<file path="src/rtl/dma2d_pkg.sv">
package dma2d_pkg;

    typedef enum logic [1:0] {
        FLOW_STOP      = 2'd0,
        FLOW_REPEAT    = 2'd1,
        FLOW_LIST      = 2'd2,
        FLOW_LIST_WIDE = 2'd3
    } flow_e;

    typedef enum logic [1:0] {
        ESZ_BYTE = 2'd0,
        ESZ_HALF = 2'd1,
        ESZ_WORD = 2'd2,
        ESZ_RSVD = 2'd3
    } esz_e;

    typedef enum logic [1:0] {
        CH_IDLE = 2'd0,
        CH_RUN  = 2'd1,
        CH_WAIT = 2'd2
    } ch_state_e;

    typedef struct packed {
        logic  two_d;
        logic  row_irq_en;
        flow_e flow;
        esz_e  esz;
    } ch_cfg_t;

    function automatic int elem_bytes(esz_e e);
        case (e)
            ESZ_BYTE: return 1;
            ESZ_HALF: return 2;
            ESZ_WORD: return 4;
            default:  return 0;
        endcase
    endfunction

    function automatic logic stride_legal(esz_e e, int m);
        int b;
        b = elem_bytes(e);
        if (b == 0) return 1'b0;
        return (m == b) || (m == -b);
    endfunction

endpackage

</file>
<file path="src/rtl/dma2d_stride_chk.sv">
module dma2d_stride_chk
    import dma2d_pkg::*;
#(
    parameter int MW = 16
) (
    input  esz_e            esz,
    input  logic [MW-1:0]   x_mod,
    output logic            legal
);
    logic signed [MW-1:0] mod_s;
    int                   mod_i;

    always_comb begin
        mod_s = x_mod;
        mod_i = int'(mod_s);
        legal = stride_legal(esz, mod_i);
    end

endmodule

</file>
<file path="src/rtl/dma2d_step.sv">
module dma2d_step #(
    parameter int AW = 32,
    parameter int CW = 16,
    parameter int MW = 16
) (
    input  logic            two_d,
    input  logic [AW-1:0]   cur_addr,
    input  logic [CW-1:0]   cur_x,
    input  logic [CW-1:0]   cur_y,
    input  logic [CW-1:0]   x_reload,
    input  logic [MW-1:0]   x_mod,
    input  logic [MW-1:0]   y_mod,
    output logic [AW-1:0]   nxt_addr,
    output logic [CW-1:0]   nxt_x,
    output logic [CW-1:0]   nxt_y,
    output logic            row_end,
    output logic            last_elem
);
    logic [AW-1:0] xm_ext;
    logic [AW-1:0] ym_ext;
    logic [AW-1:0] addend;
    logic          more_rows;

    generate
        if (AW > MW) begin : g_ext
            assign xm_ext = {{(AW-MW){x_mod[MW-1]}}, x_mod};
            assign ym_ext = {{(AW-MW){y_mod[MW-1]}}, y_mod};
        end else if (AW == MW) begin : g_same
            assign xm_ext = x_mod;
            assign ym_ext = y_mod;
        end else begin : g_trunc
            assign xm_ext = x_mod[AW-1:0];
            assign ym_ext = y_mod[AW-1:0];
        end
    endgenerate

    always_comb begin
        row_end   = (cur_x == CW'(1));
        more_rows = two_d && (cur_y > CW'(1));
        last_elem = row_end && !more_rows;
        // The row jump replaces the final X step, so one adder serves both.
        addend    = (row_end && more_rows) ? ym_ext : xm_ext;
        nxt_addr  = cur_addr + addend;
        nxt_y     = cur_y;
        if (!row_end) begin
            nxt_x = cur_x - CW'(1);
        end else if (more_rows) begin
            nxt_x = x_reload;
            nxt_y = cur_y - CW'(1);
        end else begin
            nxt_x = '0;
        end
    end

endmodule

</file>
<file path="src/rtl/dma2d_ctrl.sv">
module dma2d_ctrl
    import dma2d_pkg::*;
(
    input  logic   clk,
    input  logic   rst,
    input  logic   start,
    input  logic   reload_done,
    input  logic   elem_ok,
    input  logic   legal,
    input  flow_e  flow,
    input  logic   last_elem,
    output logic   accept,
    output logic   load,
    output logic   err_update,
    output logic   running,
    output logic   pending,
    output logic   done,
    output logic   reload_req
);
    ch_state_e st_q, st_d;
    logic      done_d, req_d;

    always_comb begin
        accept     = elem_ok && (st_q == CH_RUN) && !start;
        err_update = start || ((st_q == CH_WAIT) && reload_done);
        load       = err_update && legal;
        st_d       = st_q;
        done_d     = done;
        req_d      = 1'b0;
        if (start) begin
            st_d   = legal ? CH_RUN : CH_IDLE;
            done_d = 1'b0;
        end else begin
            case (st_q)
                CH_RUN: begin
                    if (accept && last_elem) begin
                        if (flow == FLOW_STOP) begin
                            st_d   = CH_IDLE;
                            done_d = 1'b1;
                        end else begin
                            st_d  = CH_WAIT;
                            req_d = 1'b1;
                        end
                    end
                end
                CH_WAIT: begin
                    if (reload_done) st_d = legal ? CH_RUN : CH_IDLE;
                end
                default: st_d = CH_IDLE;
            endcase
        end
    end

    always_ff @(posedge clk) begin
        if (rst) begin
            st_q       <= CH_IDLE;
            done       <= 1'b0;
            reload_req <= 1'b0;
        end else begin
            st_q       <= st_d;
            done       <= done_d;
            reload_req <= req_d;
        end
    end

    assign running = (st_q != CH_IDLE);
    assign pending = (st_q == CH_WAIT);

    assert_reload_single_R6: assert property (@(posedge clk) disable iff (rst)
        reload_req |=> !reload_req);

    assert_reload_waits_R6: assert property (@(posedge clk) disable iff (rst)
        reload_req |-> (running && pending));

    assert_done_halts_R5: assert property (@(posedge clk) disable iff (rst)
        $rose(done) |-> !running);

endmodule

</file>
<file path="src/rtl/dma2d_seq.sv">
module dma2d_seq
    import dma2d_pkg::*;
#(
    parameter int AW = 32,
    parameter int CW = 16,
    parameter int MW = 16
) (
    input  logic            clk,
    input  logic            rst,
    input  logic            start,
    input  logic            reload_done,
    input  logic            elem_ok,
    input  logic            cfg_2d,
    input  logic            cfg_row_irq,
    input  logic [1:0]      cfg_flow,
    input  logic [1:0]      cfg_esz,
    input  logic [AW-1:0]   start_addr,
    input  logic [CW-1:0]   x_count,
    input  logic [MW-1:0]   x_mod,
    input  logic [CW-1:0]   y_count,
    input  logic [MW-1:0]   y_mod,
    output logic [AW-1:0]   cur_addr,
    output logic [CW-1:0]   cur_x,
    output logic [CW-1:0]   cur_y,
    output logic            row_irq,
    output logic            reload_req,
    output logic            running,
    output logic            done,
    output logic            cfg_err
);
    localparam logic [CW-1:0] CNT_MAX = {CW{1'b1}};

    ch_cfg_t       cfg;
    logic          legal, accept, load, err_update, pending;
    logic          row_end, last_elem;
    logic [AW-1:0] nxt_addr;
    logic [CW-1:0] nxt_x, nxt_y, x_eff, y_eff;

    always_comb begin
        cfg.two_d      = cfg_2d;
        cfg.row_irq_en = cfg_row_irq;
        cfg.flow       = flow_e'(cfg_flow);
        cfg.esz        = esz_e'(cfg_esz);
        x_eff          = (x_count == '0) ? CNT_MAX : x_count;
        y_eff          = (y_count == '0) ? CNT_MAX : y_count;
    end

    dma2d_stride_chk #(.MW(MW)) u_chk (
        .esz   (cfg.esz),
        .x_mod (x_mod),
        .legal (legal)
    );

    dma2d_step #(.AW(AW), .CW(CW), .MW(MW)) u_step (
        .two_d     (cfg.two_d),
        .cur_addr  (cur_addr),
        .cur_x     (cur_x),
        .cur_y     (cur_y),
        .x_reload  (x_eff),
        .x_mod     (x_mod),
        .y_mod     (y_mod),
        .nxt_addr  (nxt_addr),
        .nxt_x     (nxt_x),
        .nxt_y     (nxt_y),
        .row_end   (row_end),
        .last_elem (last_elem)
    );

    dma2d_ctrl u_ctrl (
        .clk         (clk),
        .rst         (rst),
        .start       (start),
        .reload_done (reload_done),
        .elem_ok     (elem_ok),
        .legal       (legal),
        .flow        (cfg.flow),
        .last_elem   (last_elem),
        .accept      (accept),
        .load        (load),
        .err_update  (err_update),
        .running     (running),
        .pending     (pending),
        .done        (done),
        .reload_req  (reload_req)
    );

    always_ff @(posedge clk) begin
        if (rst) begin
            cur_addr <= '0;
            cur_x    <= '0;
            cur_y    <= '0;
            row_irq  <= 1'b0;
            cfg_err  <= 1'b0;
        end else begin
            row_irq <= accept && row_end && cfg.row_irq_en;
            if (err_update) cfg_err <= !legal;
            if (load) begin
                cur_addr <= start_addr;
                cur_x    <= x_eff;
                cur_y    <= y_eff;
            end else if (accept) begin
                cur_addr <= nxt_addr;
                cur_x    <= nxt_x;
                cur_y    <= nxt_y;
            end
        end
    end

    assert_x_countdown_R2: assert property (@(posedge clk) disable iff (rst)
        (accept && (cur_x > CW'(1))) |=> (cur_x == $past(cur_x) - CW'(1)));

    assert_irq_after_row_R3: assert property (@(posedge clk) disable iff (rst)
        row_irq |-> $past(running));

    assert_row_jump_R4: assert property (@(posedge clk) disable iff (rst)
        (accept && row_end && !last_elem) |=>
        (cur_y == $past(cur_y) - CW'(1)));

    assert_wait_frozen_R7: assert property (@(posedge clk) disable iff (rst)
        (pending && !reload_done && !start) |=> $stable(cur_addr) && $stable(cur_x));

    assert_idle_frozen_R8: assert property (@(posedge clk) disable iff (rst)
        (!running && !start) |=> $stable(cur_addr) && $stable(cur_x));

    assert_err_halts_R9: assert property (@(posedge clk) disable iff (rst)
        cfg_err |-> !running);

endmodule

</file>
<file path="config.mk">
export PLATFORM = sky130hd
export DESIGN_NAME = dma2d_seq
export DESIGN_NICKNAME = d
export VERILOG_FILES = /design/src/rtl/dma2d_pkg.sv /design/src/rtl/dma2d_stride_chk.sv /design/src/rtl/dma2d_step.sv /design/src/rtl/dma2d_ctrl.sv /design/src/rtl/dma2d_seq.sv
export SDC_FILE = /design/constraint.sdc
export NUM_CORES = 1
export LEC_CHECK = 0
export BUFFER_PORTS_ARGS = -buffer_cell sky130_fd_sc_hd__buf_2
export CAP_MARGIN = 15
export CELL_PAD_IN_SITES_DETAIL_PLACEMENT = 2
export CELL_PAD_IN_SITES_GLOBAL_PLACEMENT = 2
export CORE_ASPECT_RATIO = 0.8
export CORE_MARGIN = 2
export CORE_UTILIZATION = 29
export DETAILED_ROUTE_END_ITERATION = 12
export GPL_ROUTABILITY_DRIVEN = 0
export PLACE_DENSITY = 0.89
export SYNTH_ARGS = -nofsm -noshare
export SYNTH_HDL_FRONTEND = slang
export SYNTH_SLANG_ARGS = --single-unit
</file>
<file path="constraint.sdc">
create_clock -name clk -period 6.12 [get_ports clk]
set_input_delay 1.224 -clock clk [delete_from_list [all_inputs] [get_ports clk]]
set_output_delay 1.224 -clock clk [all_outputs]
set_load 0.005 [all_outputs]
</file>
; ---- After elaboration in Yosys (flattened, before gate mapping)
; Index checks and enable logic that the tools add are counted.
[totals]
reg_bits = 70
latch_bits = 0
mem_bits_rw = 0
mem_bits_ro = 0
in_bits = 107
output_inout_bits = 69
wordCells = 77
n_memories = 0
[op_classes]
addsub = 4
multipliers = 0
n_div = 0
order_cmp = 1
eq_ne = 9
shift = 0
mux = 24
n_bitwise = 2
n_reduce_logical = 29
[ops]
columns = op, n
row1 = $mux W16, 10
row2 = $mux W32, 3
row3 = $add A32 B32 Y32, 1
row4 = $eq A16 B32 Y1, 1
row5 = $logic_not A16 Y1, 2
row6 = $logic_not A32 Y1, 1
row7 = $neg A3 Y32, 1
row8 = $sub A16 B1 Y16 const B, 2
row9 = $eq A16 B1 Y1 const B, 1
row10 = $eq A16 B4 Y1, 1
row11 = $gt A16 B1 Y1 const B, 1
row12 = $logic_and A1 B1 Y1, 10
row13 = $pmux W3 S3, 1
row14 = $mux W2, 4
row15 = $reduce_bool A2 Y1, 4
row16 = $ne A3 B3 Y1 const B, 2
row17 = $reduce_and A3 Y1, 2
row18 = $mux W1, 5
row19 = $eq A2 B1 Y1 const B, 2
row20 = $eq A2 B2 Y1 const B, 2
row21 = $logic_not A2 Y1, 2
row22 = $pmux W2 S2, 1
row23 = $reduce_or A4 Y1, 1
row24 = $logic_not A1 Y1, 3
row25 = 4 further kinds, 6

; ---- Depth between registers and ports, before layout
[logic_depth]
word_depth = 10
depth_mapped = 18

; ---- Hierarchy
; From an unflattened synthesis, not the netlist that was laid out.
[hier_totals]
hier_cells = 803
area_unflattened_um2 = 6510.0
[by_module_without_submodules]
columns = module, n_inst, cells_per_inst, area_per_inst_um2
row1 = dma2d_seq, 1, 350, 3266.9
row2 = dma2d_step, 1, 403, 2837.7
row3 = dma2d_ctrl, 1, 30, 271.5
row4 = dma2d_stride_chk, 1, 20, 133.9

; ---- Least setup slack after synthesis
; OpenSTA, ideal clock, no wires.
[synth_path]
path_type = input to register
start = input port cfg_2d
end = register cur_addr[28]
setup_ps = 86
arrival_time_ps = 4464
t_required_ps = 6034
slack_ps = 1570
cell_stages = 15
n_path_buf = 2
path_cell_list = o2111a_1 > buf_2 > buf_1 > mux2_2 > ha_1 > inv_1 > fa_1 > nor2b_1 > o31a_1 > o31ai_1 > a2bb2oi_1 > a221oi_2 > o211ai_1 > mux2_2 > a211oi_1
[synth_via]
elab_chain_cells = 6
[synth_rtl]
columns = element, line_no
row1 = "start, declared", dma2d_seq.sv:13  ; input logic cfg_2d,
row2 = $logic_and A1 B1 Y1, dma2d_step.sv:39  ; more_rows = two_d && (cur_y > CW'(1));
row3 = $logic_and A1 B1 Y1, dma2d_step.sv:42  ; addend = (row_end && more_rows) ? ym_ext : xm_ext;
row4 = $mux W32, dma2d_step.sv:42
row5 = $add A32 B32 Y32, dma2d_step.sv:43  ; nxt_addr = cur_addr + addend;
row6 = $mux W32, dma2d_seq.sv:101  ; end else if (accept) begin
row7 = $mux W32, dma2d_seq.sv:97  ; if (load) begin
row8 = "end signal, assigned", dma2d_seq.sv:98  ; cur_addr <= start_addr;
row9 = "end signal, assigned", dma2d_seq.sv:102  ; cur_addr <= nxt_addr;
row10 = "end, declared", dma2d_seq.sv:22  ; output logic [AW-1:0] cur_addr,
; Every way passes these cells. The select of a mux whose other input is x is not followed.
; A chain may end at the register's enable or synchronous reset.

; ---- Worst setup path after layout
[layout_path]
start = register cur_x[10]
end = register cur_addr[26]
[layout_via]
elab_chain_cells = 6
[layout_rtl]
columns = element, line_no
row1 = "start, declared", dma2d_seq.sv:23  ; output logic [CW-1:0] cur_x,
row2 = "start signal, assigned", dma2d_seq.sv:103  ; cur_x <= nxt_x;
row3 = $eq A16 B1 Y1, dma2d_step.sv:38  ; row_end = (cur_x == CW'(1));
row4 = $logic_and A1 B1 Y1, dma2d_step.sv:42
row5 = $mux W32, dma2d_step.sv:42
row6 = $add A32 B32 Y32, dma2d_step.sv:43
row7 = $mux W32, dma2d_seq.sv:101
row8 = $mux W32, dma2d_seq.sv:97
; Every way passes these cells. The select of a mux whose other input is x is not followed.

==> metrics.txt <==
# TYPE chip_impl_metric gauge
chip_impl_info{name="outcome",value="finished, final reports clean"} 1
chip_impl_metric{name="antenna_left",unit=""} 0
chip_impl_info{name="critPathSlowestCell",value="sky130_fd_sc_hd__o2111a_1"} 1
chip_impl_metric{name="post_cts.resized_instances",unit=""} 0
chip_impl_metric{name="fin_worst_skew",unit="ps"} 10.0
chip_impl_info{name="worstSetupStartpoint",value="cur_x[10]"} 1
chip_impl_metric{name="postSynth.asyncResetShare",unit=""} 0
chip_impl_info{name="worst_setup_path_end_kind",value="flop"} 1
chip_impl_info{name="clockRootBuffer",value="sky130_fd_sc_hd__clkbuf_16"} 1
chip_impl_metric{name="vdd_drop_max",unit="mV"} 0.110
chip_impl_metric{name="multi_input_comb_area",unit="µm²"} 4320
chip_impl_metric{name="placed_area",unit="µm²"} 7050
chip_impl_info{name="hold_path_class",value="reg -> reg"} 1
chip_impl_metric{name="sequential_standard_cell_area",unit="µm²"} 1400
chip_impl_metric{name="p_int",unit="µW"} 910
chip_impl_metric{name="final_cell_area",unit="µm²"} 7390
chip_impl_info{name="start_kind",value="flop"} 1
chip_impl_metric{name="grt_start_max_net_pins",unit=""} 71
chip_impl_metric{name="routed_wl",unit="mm"} 25.7
chip_impl_metric{name="layout_worst_path_cycle_share",unit=""} 0.895
chip_impl_metric{name="maxSlewViolCount",unit=""} 0
chip_impl_metric{name="floorplan_die_area",unit="µm²"} 21700
chip_impl_metric{name="grt.overflow.total",unit=""} 0
chip_impl_metric{name="tritoncts_num_sinks",unit=""} 70
chip_impl_metric{name="dr.pass1.iters",unit=""} 5
chip_impl_metric{name="sequentialPowerShare",unit=""} 0.376
chip_impl_info{name="worst_setup_path_endpoint",value="cur_addr[26]"} 1
chip_impl_metric{name="synth.lib_cells_used.distinct",unit=""} 70
chip_impl_metric{name="relSlewSlack",unit=""} 0.357
chip_impl_metric{name="cts.path.max_buffers",unit=""} 2
chip_impl_metric{name="tightestPinTransition",unit="ps"} 956
chip_impl_info{name="top_count_cell_post_synth",value="sky130_fd_sc_hd__nor2_1"} 1
chip_impl_metric{name="critPathArrivalTime",unit="ps"} 5720
chip_impl_info{name="r2r_start",value="cur_x[10]"} 1
chip_impl_metric{name="final_util",unit=""} 0.370
chip_impl_metric{name="fillCellCount",unit=""} 2383
chip_impl_metric{name="antenna_found_initial",unit=""} 2
chip_impl_metric{name="synthToLayoutAreaGrowth",unit="%"} 24.0
chip_impl_metric{name="detailedRoute.firstIterationViolations",unit=""} 306
chip_impl_metric{name="clkSlewWorstSetupHoldPaths",unit="ps"} 60
chip_impl_info{name="synthDominantAreaCellType",value="sky130_fd_sc_hd__dfxtp_1"} 1
chip_impl_info{name="synth_common_cells",value="81 x sky130_fd_sc_hd__nor2_1, 78 x sky130_fd_sc_hd__nand2_1, 70 x sky130_fd_sc_hd__dfxtp_1"} 1
chip_impl_metric{name="die_h",unit="µm"} 132
chip_impl_info{name="tritoncts_clock_tree",value="yes"} 1
chip_impl_metric{name="power.share.clock",unit=""} 0.516
chip_impl_metric{name="clock.fmax",unit="MHz"} 183
chip_impl_metric{name="vias_per_cell",unit=""} 5.75
chip_impl_metric{name="chipWidth",unit="µm"} 164
chip_impl_metric{name="via_count",unit=""} 6904
chip_impl_metric{name="power_switching_share",unit=""} 0.249
chip_impl_metric{name="post_drt_wl_per_cell",unit="µm"} 21.4
chip_impl_metric{name="syn_nets",unit=""} 931
chip_impl_metric{name="setup_tns",unit="ps"} 0
chip_impl_metric{name="maximum_single_stage_delay_on_the_critical_path",unit="ps"} 860
chip_impl_info{name="netlist_top_cells_area",value="sky130_fd_sc_hd__dfxtp_1 23%, sky130_fd_sc_hd__ha_1 8.6%, sky130_fd_sc_hd__nor2_1 5.1%"} 1
chip_impl_metric{name="floorplan.core_area",unit="µm²"} 20000
chip_impl_metric{name="switching_power",unit="µW"} 302
chip_impl_metric{name="postSynthCellCount",unit=""} 782
chip_impl_metric{name="grt_pass1_vias",unit=""} 7372
chip_impl_metric{name="clock_latency",unit="ps"} 350
chip_impl_metric{name="report.final.setup_viol",unit=""} 0
chip_impl_metric{name="synth.cell_area",unit="µm²"} 5960
chip_impl_metric{name="post-cts-setup-buffers",unit=""} 0
chip_impl_metric{name="required",unit="ps"} 6370
chip_impl_info{name="worstPathCellList",value="or4_1 -> nor3_2 -> o2111a_1 -> mux2i_1 -> inv_1 -> ha_1 -> a21oi_1 -> o22ai_1 -> o2111ai_1 -> a31oi_1 -> a211oi_1 -> mux2_2 -> a221oi_1"} 1
chip_impl_metric{name="seq_area_frac_synth",unit=""} 0.235
chip_impl_metric{name="final_layout_size_suffix_gt1_frac",unit=""} 0.247
chip_impl_metric{name="initial_cell_density_of_the_core",unit=""} 0.299
chip_impl_metric{name="place_hpwl",unit="mm"} 19.4
chip_impl_metric{name="grt_usage",unit=""} 0.235
chip_impl_metric{name="fp-row-count",unit=""} 46
chip_impl_metric{name="critical_path.max_fanout",unit=""} 20
chip_impl_info{name="r2r_end",value="cur_addr[26]"} 1
chip_impl_metric{name="maxCapViolCount",unit=""} 0
chip_impl_metric{name="final-instance-count-excl-fill",unit=""} 1201
chip_impl_metric{name="p_leak",unit="nW"} 3.21
chip_impl_metric{name="ys_ff_latch",unit=""} 70
chip_impl_metric{name="synth.yosys.warnings",unit=""} 0
chip_impl_metric{name="timing.final.crit_period",unit="ps"} 5480
chip_impl_metric{name="grt_first_pass_wirelength",unit="mm"} 40.9
chip_impl_metric{name="tritoncts.num_buffers",unit=""} 9
chip_impl_metric{name="clock_tree.htree_level_count",unit=""} 3
chip_impl_metric{name="fin_nets",unit=""} 1079
chip_impl_metric{name="combPwrFrac",unit=""} 0.107
chip_impl_info{name="crit_type",value="reg -> reg"} 1
chip_impl_metric{name="top_level_pins",unit=""} 176
chip_impl_metric{name="hold_buffers",unit=""} 0
chip_impl_metric{name="drt_drc_violations_left",unit=""} 0
chip_impl_metric{name="placedCellCount",unit=""} 1183
chip_impl_metric{name="report.final.hold_viol_count",unit=""} 0
chip_impl_metric{name="power.density",unit="nW/µm²"} 164
chip_impl_metric{name="ff2ff_path_depth",unit=""} 13
chip_impl_metric{name="synth_top_area_frac",unit=""} 0.235
chip_impl_metric{name="synth_enable_flop_cells",unit=""} 0
chip_impl_metric{name="syn-mean-instance-area",unit="µm²"} 7.63
chip_impl_info{name="ys.flop_type",value="sky130_fd_sc_hd__dfxtp_1"} 1
chip_impl_metric{name="port-buffer-count",unit=""} 175
chip_impl_info{name="rsz0062_at_grt",value="no"} 1
chip_impl_metric{name="rrSetupSlack",unit="ps"} 640
[layer usage]
metal	vias to the layer above	GRT usage	routed length, µm
li1	3237	-	-
met1	3457	0.311	11700
met2	182	0.398	12400
met3	28	0.0365	1220
met4	0	0.0585	414
met5	-	0	0
[stage by stage]
stage,worst slack (ps),hold slack (ps),total power [mW]
CTS,635,504,1.23
floorplan,1570,449,0.529
finish,644,501,1.21
global route,306,524,1.26
global placement,937,466,0.589
detailed placement,681,495,0.594
[critical path, delay by kind of cell (launching register included)]
kind / cells / cell delay (ps)
AND/OR/NAND/NOR: 2 / 860
AO/OA/AOI/OAI: 7 / 2420
adder cells (fa/ha/maj): 1 / 530
multiplexers: 2 / 770
flip-flops: 1 / 390
buffers and inverters: 1 / 390
[state kept, by name, indices dropped and copies added (netlist names)]
signal and flops:
row_irq 1, cur_addr 32, u_ctrl.reload_req 1, u_ctrl.st_q 2, cur_x 16, cur_y 16
cfg_err 1, u_ctrl.done 1
[how the worst min path moves through the flow]
| stage | from | end | slack (ps) | depth (start not counted) |
|---|---|---|---|---|
| final | u_ctrl.st_q[0] | u_ctrl.st_q[0] | 500 | 2 |
| after global routing | u_ctrl.st_q[1] | u_ctrl.st_q[1] | 520 | 2 |
| after CTS | u_ctrl.st_q[1] | u_ctrl.st_q[1] | 500 | 2 |
| after detailed placement | u_ctrl.st_q[1] | u_ctrl.st_q[1] | 490 | 2 |
| after global placement | u_ctrl.st_q[1] | u_ctrl.st_q[1] | 470 | 2 |
| after floorplan | u_ctrl.st_q[1] | u_ctrl.st_q[1] | 450 | 2 |
[cells in the final DEF, fill, tap and decap left out, types with 8 or more instances in the layout]
cell type                   instances
sky130_fd_sc_hd__o22ai_1           14
sky130_fd_sc_hd__a21o_1            14
sky130_fd_sc_hd__a211oi_1          32
sky130_fd_sc_hd__nor2b_1           10
sky130_fd_sc_hd__nand3_1           20
sky130_fd_sc_hd__and3_1             8
sky130_fd_sc_hd__o211ai_1          23
sky130_fd_sc_hd__inv_1             21
sky130_fd_sc_hd__xor2_1            14
sky130_fd_sc_hd__buf_2            175
sky130_fd_sc_hd__dfxtp_1           70
sky130_fd_sc_hd__nand4_1           16
sky130_fd_sc_hd__clkbuf_16          9
sky130_fd_sc_hd__nor3_1            24
sky130_fd_sc_hd__nor4_1            16
sky130_fd_sc_hd__o21ai_0           40
sky130_fd_sc_hd__ha_1              41
sky130_fd_sc_hd__xnor2_1           23
sky130_fd_sc_hd__nand2_1           77
sky130_fd_sc_hd__nor2_1            81
sky130_fd_sc_hd__mux2_2            17
sky130_fd_sc_hd__nor3b_1           10
sky130_fd_sc_hd__a21oi_1           56
[power groups by stage]
stage / Sequential, mW / Clock [mW] / Combinational, mW
4_1_cts: 0.456 / 0.642 / 0.130
2_1_floorplan: 0.466 / 0 / 0.0625
6_report: 0.456 / 0.626 / 0.130
3_3_place_gp: 0.466 / 0 / 0.123
3_5_place_dp: 0.466 / 0 / 0.128
5_1_grt: 0.456 / 0.657 / 0.143
[kinds of logic after synthesis]
kind of cell | after synthesis | share of synthesized area
adders and majority gates | 42 | 0.0894
DFF | 70 | 0.235
muxes | 21 | 0.0390
buffers and inverters | 65 | 0.0418
AOI/OAI and AO/OA | 249 | 0.287
xor gates and xnor gates | 37 | 0.0543
and+or+nand+nor | 298 | 0.254
[area by class of cell]
cell class	instances	area share
multi-input combinational	647	0.584
sequential	70	0.190
timing repair buffer	181	0.125
tap	264	0.0447
clock buffer	11	0.0315
clock inverter	5	0.0146
inverter	21	0.0107
antenna	2	0.000677
Power figures use the tool's default switching activity.
